==> config.mk <==
export PLATFORM = sky130hd
export DESIGN_NAME = lpm_sequencer
export DESIGN_NICKNAME = d
export VERILOG_FILES = /design/src/rtl/lpm_pkg.sv /design/src/rtl/lpm_edge.sv /design/src/rtl/lpm_wake_timer.sv /design/src/rtl/lpm_clk_div.sv /design/src/rtl/lpm_sequencer.sv
export SDC_FILE = /design/constraint.sdc
export NUM_CORES = 1
export LEC_CHECK = 0
export BUFFER_PORTS_ARGS = -buffer_cell sky130_fd_sc_hd__buf_2
export CAP_MARGIN = 40
export CORE_MARGIN = 3
export CORE_UTILIZATION = 52
export CTS_CLUSTER_DIAMETER = 40
export CTS_CLUSTER_SIZE = 30
export DETAILED_ROUTE_END_ITERATION = 16
export GPL_ROUTABILITY_DRIVEN = 0
export PLACE_DENSITY = 0.75
export SYNTH_ARGS = -nofsm -noshare
export SYNTH_HDL_FRONTEND = slang
export SYNTH_HIERARCHICAL = 1
export SYNTH_SLANG_ARGS = --single-unit
==> constraint.sdc <==
create_clock -name clk -period 2.9 [get_ports clk]
set_input_delay 0 -clock clk [delete_from_list [all_inputs] [get_ports clk]]
set_output_delay 0 -clock clk [all_outputs]
set_load 0.02 [all_outputs]
==> src/rtl/lpm_pkg.sv <==
package lpm_pkg;

  typedef enum logic [2:0] {
    ST_RUN        = 3'd0,
    ST_PD_ENTRY   = 3'd1,
    ST_PD         = 3'd2,
    ST_PD_RECOVER = 3'd3,
    ST_IDLE       = 3'd4,
    ST_SLOW_IDLE  = 3'd5
  } lpm_state_e;

  // Slow-idle period: 2**(base_log + code) input cycles.
  function automatic int unsigned slow_period(input logic [1:0] code,
                                              input int unsigned base_log);
    return 32'd1 << (base_log + int'(code));
  endfunction

  // Recovery length, chosen by the latched oscillator option.
  function automatic int unsigned wake_cycles(input logic osc_off,
                                              input int unsigned fast,
                                              input int unsigned slow);
    return osc_off ? slow : fast;
  endfunction

endpackage

==> src/rtl/lpm_edge.sv <==
module lpm_edge (
  input  logic clk,
  input  logic rst_n,
  input  logic d,
  output logic rise
);
  logic d_q;

  // Reset value 1: a level that is already high at reset is not an edge.
  always_ff @(posedge clk or negedge rst_n) begin
    if (!rst_n) d_q <= 1'b1;
    else        d_q <= d;
  end

  assign rise = d & ~d_q;

  a_r2_rise_once: assert property (@(posedge clk) disable iff (!rst_n)
    rise |=> !rise);
endmodule

==> src/rtl/lpm_wake_timer.sv <==
module lpm_wake_timer
  import lpm_pkg::*;
#(
  parameter int unsigned FAST_WAKE = 200,
  parameter int unsigned XTAL_WAKE = 4096,
  localparam int unsigned CW = $clog2(XTAL_WAKE + 1)
) (
  input  logic clk,
  input  logic rst_n,
  input  logic load,
  input  logic osc_off,
  output logic done
);
  logic [CW-1:0] cnt;
  logic          active;

  always_ff @(posedge clk or negedge rst_n) begin
    if (!rst_n) begin
      cnt    <= '0;
      active <= 1'b0;
    end else if (load) begin
      cnt    <= CW'(wake_cycles(osc_off, FAST_WAKE, XTAL_WAKE) - 1);
      active <= 1'b1;
    end else if (active) begin
      if (cnt == '0) active <= 1'b0;
      else           cnt    <= cnt - 1'b1;
    end
  end

  assign done = active && (cnt == '0);

  a_r5_load_starts: assert property (@(posedge clk) disable iff (!rst_n)
    load |=> active);
  a_r6_done_ends: assert property (@(posedge clk) disable iff (!rst_n)
    (done && !load) |=> !active);
endmodule

==> src/rtl/lpm_clk_div.sv <==
module lpm_clk_div
  import lpm_pkg::*;
#(
  parameter int unsigned BASE_LOG = 4,
  localparam int unsigned DW = BASE_LOG + 3
) (
  input  logic       clk,
  input  logic       rst_n,
  input  logic       run,
  input  logic [1:0] code,
  output logic       tick
);
  logic [DW-1:0] cnt;
  logic [DW-1:0] last;

  assign last = DW'(slow_period(code, BASE_LOG) - 1);

  always_ff @(posedge clk or negedge rst_n) begin
    if (!rst_n)           cnt <= '0;
    else if (!run)        cnt <= '0;
    else if (cnt == last) cnt <= '0;
    else                  cnt <= cnt + 1'b1;
  end

  assign tick = run && (cnt == last);

  a_r10_tick_sparse: assert property (@(posedge clk) disable iff (!rst_n)
    tick |=> !tick);
endmodule

==> src/rtl/lpm_sequencer.sv <==
module lpm_sequencer
  import lpm_pkg::*;
#(
  parameter int unsigned FAST_WAKE = 200,
  parameter int unsigned XTAL_WAKE = 4096,
  parameter int unsigned DIV_BASE_LOG = 4
) (
  input  logic       clk,
  input  logic       rst_n,
  input  logic       pd_pin,
  input  logic       sw_pd_force,
  input  logic       pd_commit,
  input  logic       xtal_off,
  input  logic       ctx_clear_req,
  input  logic       idle_cmd,
  input  logic       idle_slow,
  input  logic [1:0] idle_div,
  input  logic       irq_pend,
  output logic       pd_irq,
  output logic       pd_ack,
  output logic       osc_en,
  output logic       core_en,
  output logic       core_div_en,
  output logic       dma_en,
  output logic       ctx_clear_sel
);
  localparam int unsigned NSRC = 2;

  lpm_state_e state, state_nx;
  logic [NSRC-1:0] src_lvl, src_rise;
  logic pin_rise, pd_req, wake_load, wake_done, slow_tick;
  logic osc_off_q, ctx_q, pd_irq_q;
  logic [1:0] div_q;

  assign src_lvl = {sw_pd_force, pd_pin};

  for (genvar i = 0; i < NSRC; i++) begin : g_edge
    lpm_edge u_edge (.clk(clk), .rst_n(rst_n), .d(src_lvl[i]), .rise(src_rise[i]));
  end

  assign pin_rise  = src_rise[0];
  assign pd_req    = |src_rise;
  assign wake_load = (state == ST_PD) && pin_rise;

  lpm_wake_timer #(.FAST_WAKE(FAST_WAKE), .XTAL_WAKE(XTAL_WAKE)) u_timer (
    .clk(clk), .rst_n(rst_n), .load(wake_load), .osc_off(osc_off_q), .done(wake_done));

  lpm_clk_div #(.BASE_LOG(DIV_BASE_LOG)) u_div (
    .clk(clk), .rst_n(rst_n), .run(state == ST_SLOW_IDLE), .code(div_q), .tick(slow_tick));

  always_comb begin
    state_nx = state;
    unique case (state)
      ST_RUN: begin
        if (pd_req)        state_nx = ST_PD_ENTRY;
        else if (idle_cmd) state_nx = idle_slow ? ST_SLOW_IDLE : ST_IDLE;
      end
      ST_PD_ENTRY:   if (pd_commit) state_nx = ST_PD;
      ST_PD:         if (pin_rise)  state_nx = ST_PD_RECOVER;
      ST_PD_RECOVER: if (wake_done) state_nx = ST_RUN;
      ST_IDLE, ST_SLOW_IDLE: begin
        if (pd_req)        state_nx = ST_PD_ENTRY;
        else if (irq_pend) state_nx = ST_RUN;
      end
      default: state_nx = ST_RUN;
    endcase
  end

  always_ff @(posedge clk or negedge rst_n) begin
    if (!rst_n) begin
      state     <= ST_RUN;
      osc_off_q <= 1'b0;
      ctx_q     <= 1'b1;
      div_q     <= 2'b00;
      pd_irq_q  <= 1'b0;
    end else begin
      state    <= state_nx;
      pd_irq_q <= (state_nx == ST_PD_ENTRY) && (state != ST_PD_ENTRY);
      if (state == ST_PD_ENTRY && pd_commit) begin
        osc_off_q <= xtal_off;
        ctx_q     <= ctx_clear_req;
      end
      if (state == ST_RUN && idle_cmd) div_q <= idle_div;
    end
  end

  assign pd_irq        = pd_irq_q;
  assign pd_ack        = (state == ST_PD);
  assign osc_en        = !(osc_off_q && state == ST_PD);
  assign core_en       = (state == ST_RUN) || (state == ST_PD_ENTRY);
  assign core_div_en   = core_en || slow_tick;
  assign dma_en        = core_en || (state == ST_IDLE) || (state == ST_SLOW_IDLE);
  assign ctx_clear_sel = ctx_q;

  a_r2_irq_pulse: assert property (@(posedge clk) disable iff (!rst_n)
    pd_irq |=> !pd_irq);
  a_r3_commit_acks: assert property (@(posedge clk) disable iff (!rst_n)
    (state == ST_PD_ENTRY && pd_commit) |=> (pd_ack && !dma_en));
  a_r4_osc_frozen: assert property (@(posedge clk) disable iff (!rst_n)
    (pd_ack && $past(pd_ack)) |-> $stable(osc_en));
  a_r5_exit_holds_core: assert property (@(posedge clk) disable iff (!rst_n)
    (pd_ack && pin_rise) |=> (!core_en && !pd_ack));
  a_r9_idle_wake: assert property (@(posedge clk) disable iff (!rst_n)
    ((state == ST_IDLE || state == ST_SLOW_IDLE) && irq_pend && !pd_req) |=> core_en);
  a_r11_pd_over_idle: assert property (@(posedge clk) disable iff (!rst_n)
    (state == ST_RUN && pd_req) |=> (state == ST_PD_ENTRY && pd_irq));
endmodule

==> impl_metrics.toml, run 1 <==
[logic_synthesis]
syn_nets = 193
async_flop_share_pct = 100.0
synthFlopType = "dfrtp_1"
netlist_area_um2 = 1815
syn-instance-count = 179
synth_edf_count = 0
yosysWarnings = 6
ys_types = 56
ys_ff_latch = 31
ys_seq_area_share_pct = 42.94
avgSynthCellArea_um2 = 10.14

[global_routing]
antenna_found_initial = 0
grt_remaining_overflow = 0
first_global_vias = 1545
grt_pass1_wl_mm = 7.169
groute.usage.overall_pct = 21.81
grt_max_degree = 32

[critical_path]
slowest_delay_ns = 0.51
crit_start = "state[0]"
rrSetupSlack_ns = 0.27
path_depth = 8
crit_end = "u_timer/cnt[6]"
start_kind = "flop"
path_class = "flop to flop"
cp_cell_sequence = "nor2_1 -> and3_2 -> clkinv_1 -> nand2_1 -> ha_1 -> nand2b_1 -> or4_1 -> a31o_1"
r2r_cells = 8
critPathTopFamily = "simple AND/OR/NAND/NOR gates"
crit_arrival_ns = 2.85
r2r_start = "state[0]"
required_ns = 3.12
slowest_stage = "or4_1"
path_buf_inv = 1
crit_fanout = 9
r2r-end = "u_timer/cnt[6]"
cp-end-kind = "flop"

[clock_network]
root_buffer = "clkbuf_4"
htreeDepth = 2
cts_sinks = 31
cts.path.max_buffers = 2
cts_setup_buffers = 0
clk_latency_ns = 0.33
cts.clk_slew.worst_paths_ns = 0.09
cts_buffers = 5
cts_tree = "yes"

[drt]
post-route-drc-count = 0
first_pass_iters = 4
wl_mm = 4.141
vias = 1590
wl_per_cell_um = 16.24
dr.first_iter.drc_count = 46
via_per_inst = 6.235
ant_nets = 0

[outcome]
outcome = "finished clean"

[timing]
rsz0062_at_grt = "no"
final.setup_skew_ns = 0.008001
hold_viol_final = 0
slew_viol_final = 0
fin_crit_sh_pct = 90.52
max_freq_mhz = 381.0
worstMarginPinSlew_ns = 0.6761
maxSlewHeadroom_pct = 54.93
period_minus_slack_ns = 2.625
fin_tns_setup_ns = 0
finalSetupViolations = 0

[die]
die_w_um = 65.09
start_util_pct = 57.13
die_height_um = 65.09
fp.coreArea_um2 = 3178
io_pins = 19
num_rows = 20
die-area_um2 = 4236

[placed_design]
io_buffers = 18
dp_hpwl_mm = 3.009

[power]
p_sw_share_pct = 41.63
p_comb_share_pct = 42.5
clkPwrFrac_pct = 15.6
p_seq_share_pct = 41.9
max-vdd-ir-drop_v = 0.0005275
finalPower_mw = 1.823
leakage_nw = 0.9086
switchingPower_mw = 0.7590
p_per_area_nw_per_um2 = 863.8
internal-power_mw = 1.064

[finish]
fin_nets = 224
area_delta_synth_final_pct = 16.26
num_antenna_cells = 0
drive_above_1_share_pct = 26.07

[run]
maxCapViolCount = 0

[worst_hold_path]
hold_class = "input port to flop"
==> how the worst min path moves through the flow <==
stage               startpoint           end  slack [ns]  cells after the start
finish                irq_pend      state[2]        0.05                      3
global route          irq_pend      state[2]        0.05                      3
CTS                   irq_pend      state[2]        0.04                      3
detailed placement       rst_n  u_div/cnt[4]        0.08                      1
global placement         rst_n  u_div/cnt[3]        0.07                      1
floorplan                rst_n      div_q[0]       -0.30                      0
==> power groups by stage <==
stage	Sequential, mW	Clock [mW]	Combinational (mW)
floorplan	0.712	0	0.596
global placement	0.754	0	0.736
detailed placement	0.767	0	0.762
CTS	0.760	0.291	0.772
global route	0.790	0.321	0.858
finish	0.764	0.284	0.775
==> logic make-up (layout without fill, tap and decap cells) <==
family | after synthesis | in the layout | synth area share [%]
AOI/OAI and AO/OA | 49 | 49 | 22.19
DFF | 31 | 31 | 42.94
and+or+nand+nor | 70 | 70 | 22.88
buffers and inverters | 13 | 45 | 2.895
adders and majority gates | 2 | 2 | 1.378
xor gates and xnor gates | 6 | 6 | 2.895
muxes | 8 | 8 | 4.824
==> layout make-up <==
type                       instances  area [um^2]
clock buffer                       8        68.82
multi-input combinational        135        984.7
fill                             266         1067
inverter                           8        30.03
timing repair buffer              29        192.7
sequential                        31        779.5
tap                               44        55.05
==> tightest hold or removal path, cell delays in order <==
cell	delay [ns]
buf_2	0.09
nand2b_1	0.15
a2111oi_4	0.10
==> per-stage QoR <==
step | hold slack [ns] | std cells | cell area (um^2) | setup WS, ns | util, %
6_report | 0.04968 | 255 | 2111 | 0.2750 | 66.42
5_1_grt | 0.04562 | 255 | 2111 | 0.1264 | 66.42
4_1_cts | 0.03975 | 255 | 2110 | 0.2523 | 66.38
3_5_place_dp | 0.07535 | 239 | 1961 | 0.2659 | 61.69
3_3_place_gp | 0.07439 | 239 | 1961 | 0.4174 | 61.69
2_1_floorplan | -0.2956 | 179 | 1815 | 0.1712 | -
==> routing by layer <==
layer / part of all wire (%) / global-route usage, % / routed length, um / vias to the layer above
li1: - / - / - / 741
met1: 42 / 25.86 / 1736 / 799
met2: 52 / 38.70 / 2172 / 44
met3: 4.5 / 5.719 / 187 / 6
met4: 1.1 / 6.218 / 45 / 0
met5: 0 / 0 / 0 / -
==> what timing repair did <==
item,in CTS,in global routing
setup endpoints to repair,0,1
gates resized for setup,0,1
hold endpoints to repair,35,0
hold buffers,8,0
==> flip-flops by register name, summed over array words and instances (netlist names), 2 cells and up <==
signal             cells
u_div/cnt              7
g_edge.u_edge/d_q      2
u_timer/cnt           13
state                  3
div_q                  2
==> placed cells by master (no fill, tap or decap), drive strengths merged, types with 3 or more instances in the layout <==
cell	synthesis	routed
nand2	16	16
nor4	3	3
nor2	10	10
and3	3	3
buf	3	21
nor3	6	6
a21oi	5	5
a31o	3	3
nand2b	4	4
xor2	3	3
or4	7	7
dfstp	3	3
a211oi	5	5
xnor2	3	3
mux2	6	6
o311ai	3	3
a21o	6	6
inv	7	7
o21ai	4	4
or3	4	4
dfrtp	28	28
dlygate4sd3	0	8
clkbuf	2	8
nor2b	3	3
a31oi	3	3
nand3	7	7
==> synth_stat cells, drive strengths merged, types with 2 or more instances <==
cell | number | area (um^2)
o31a | 2 | 17.52
xor2 | 3 | 26.28
o31ai | 2 | 15.01
nor4 | 3 | 25.02
nand2b | 4 | 25.02
and3 | 3 | 18.77
o211ai | 2 | 15.01
and2 | 2 | 12.51
nand3 | 7 | 40.04
a211oi | 5 | 37.54
o21ai | 4 | 23.77
buf | 3 | 15.01
a21oi | 5 | 25.02
a21o | 6 | 45.04
mux2i | 2 | 20.02
inv | 7 | 26.28
a31oi | 3 | 18.77
o2111ai | 2 | 17.52
ha | 2 | 25.02
or2 | 2 | 12.51
mux2 | 6 | 67.56
clkbuf | 2 | 7.510
xnor2 | 3 | 26.28
nor3 | 6 | 30.03
o311ai | 3 | 26.28
nor2b | 3 | 33.79
a31o | 3 | 26.28
a2111oi | 2 | 36.29
o21a | 2 | 15.01
nor2 | 10 | 37.54
or3 | 4 | 26.28
or4 | 7 | 63.81
dfrtp | 28 | 700.7
dfstp | 3 | 78.83
nand2 | 16 | 60.06
Power figures use the tool's default switching activity.
==> run 2: changes to the inputs <==
--- a/config.mk
+++ b/config.mk
@@ -9,6 +9,7 @@
 export CAP_MARGIN = 40
 export CORE_MARGIN = 3
 export CORE_UTILIZATION = 52
+export CTS_BUF_LIST = sky130_fd_sc_hd__clkbuf_8 sky130_fd_sc_hd__clkbuf_16
 export CTS_CLUSTER_DIAMETER = 40
 export CTS_CLUSTER_SIZE = 30
 export DETAILED_ROUTE_END_ITERATION = 16
==> run 2 against run 1 <==
  * Via count is 1.4% lower
  * Register-to-register slack better by 0.04 ns
  * Die area stayed put
  * Maximum frequency rose by 1.6%
  * Critical path depth unchanged
  * Setup slack improved by 0.041 ns
  * First-iteration DRC count rose by 57%
  * Sequential share of layout area down 0.37 points
  * Global-route usage shrank 0.59 points
  * Combinational power shrank 0.9%
  * Cell count fell by 0.39%
  * Non-clock buffer count shrank 1
==> impl_metrics.toml, run 2 (synthesized netlist as in run 1, its figures left out) <==
[timing]
period_minus_slack_ns = 2.584
worstMarginPinSlew_ns = 0.6760
final.setup_skew_ns = 0.004809
fin_crit_sh_pct = 89.11
worst_hold_slack_ns = 0.01990
setup_ws_ns = 0.3159
hold_viol_final = 0
maxSlewHeadroom_pct = 54.93
fin_tns_setup_ns = 0
slew_viol_final = 0
finalSetupViolations = 0
rsz0062_at_grt = "no"
max_freq_mhz = 387.0

[global_routing]
grt_max_degree = 32
grt_pass1_wl_mm = 7.086
grt_remaining_overflow = 0
antenna_found_initial = 0
groute.usage.overall_pct = 21.23
first_global_vias = 1565

[finish]
largest_register_ff_count = 13
post_layout_nonfiller_instances = 254
largest-register = "u_timer/cnt"
drive_above_1_share_pct = 26.19
num_antenna_cells = 0
layout_commonest_cell = "dfrtp_1"
fin_nets = 223
area_delta_synth_final_pct = 17.44
mostFrequentLayoutCells = "dfrtp_1, buf_2, nand2_1"
finalInstanceArea_um2 = 2132
reg.largest.list = "u_timer/cnt (13), u_div/cnt (7), state (3)"
final_util_pct = 67.09

[die]
die-area_um2 = 4236
die_w_um = 65.09
fp.coreArea_um2 = 3178
die_height_um = 65.09
start_util_pct = 57.13
num_rows = 20
io_pins = 19

[outcome]
outcome = "finished clean"

[critical_path]
required_ns = 3.07
cp-end-kind = "flop"
start_kind = "flop"
r2r-end = "u_timer/cnt[6]"
crit_arrival_ns = 2.75
crit_fanout = 9
r2r_start = "state[0]"
rrSetupSlack_ns = 0.32
r2r_cells = 8
path_class = "flop to flop"

[placed_design]
place_area_um2 = 1961
io_buffers = 18
dp_slack_ns = 0.2659
dp_hpwl_mm = 3.009
dp.cells = 239

[drt]
post-route-drc-count = 0
ant_nets = 0
via_per_inst = 6.169
vias = 1567
first_pass_iters = 4
wl_mm = 4.053
wl_per_cell_um = 15.96
dr.first_iter.drc_count = 72

[worst_hold_path]
hold_class = "input port to flop"
min_path_cells = 3
hold_start = "pd_commit"
hold_path_end = "state[1]"

[clock_network]
root_buffer = "clkbuf_8"
cts_sinks = 31
cts_tree = "yes"
htreeDepth = 2
cts_buffers = 5
cts.clk_slew.worst_paths_ns = 0.06
clk_latency_ns = 0.28
cts.path.max_buffers = 2

[run]
maxCapViolCount = 0

[power]
finalPower_mw = 1.893
leakage_nw = 0.9215
max-vdd-ir-drop_v = 0.0005503
p_per_area_nw_per_um2 = 887.9
==> run 2: worst max path at each step <==
stage	from	to
6_report	state[0]	u_timer/cnt[6]
5_1_grt	state[0]	u_timer/cnt[6]
4_1_cts	state[0]	u_timer/cnt[6]
3_5_place_dp	state[0]	u_timer/cnt[6]
3_3_place_gp	state[0]	u_timer/cnt[6]
2_1_floorplan	state[2]	u_timer/cnt[6]
==> run 2: cell type report <==
type	count	area (um^2)
Clock buffer	7	96.34
Clock inverter	1	3.754
Fill cell	265	1046
Inverter	8	30.03
Multi-Input combinational cell	135	984.7
Sequential cell	31	779.5
Tap cell	44	55.05
Timing Repair Buffer	28	182.7
==> run 2: worst max-delay path, cell delays in order, from the launching register on <==
cell and delay, ns:
dfrtp_1 0.46, nor2_1 0.20, and3_2 0.32, clkinv_1 0.23, nand2_1 0.12, ha_1 0.25, nand2b_1 0.15, or4_1 0.51
a31o_1 0.23
==> run 2: timing repair <==
| action | 4_1_cts | 5_1_grt |
|---|---|---|
| endpoints found under the setup margin | 0 | 1 |
| gates resized for setup | 0 | 1 |
| hold buffers | 7 | 0 |
| endpoints found under the hold margin | 34 | 0 |
| setup buffers | 0 | 0 |
==> run 2: power by group <==
group	internal (mW)	leakage (nW)	switching (mW)
Combinational	0.342	0.486	0.426
Sequential	0.580	0.380	0.185
Clock	0.213	0.0557	0.148
==> run 2: per-layer routing <==
metal	vias to the layer above	GRT usage [%]	part of all wire, %
li1	737	-	-
met1	782	25.41	41
met2	42	37.68	54
met3	6	4.159	4.5
met4	0	7.513	1.2
met5	-	0	0
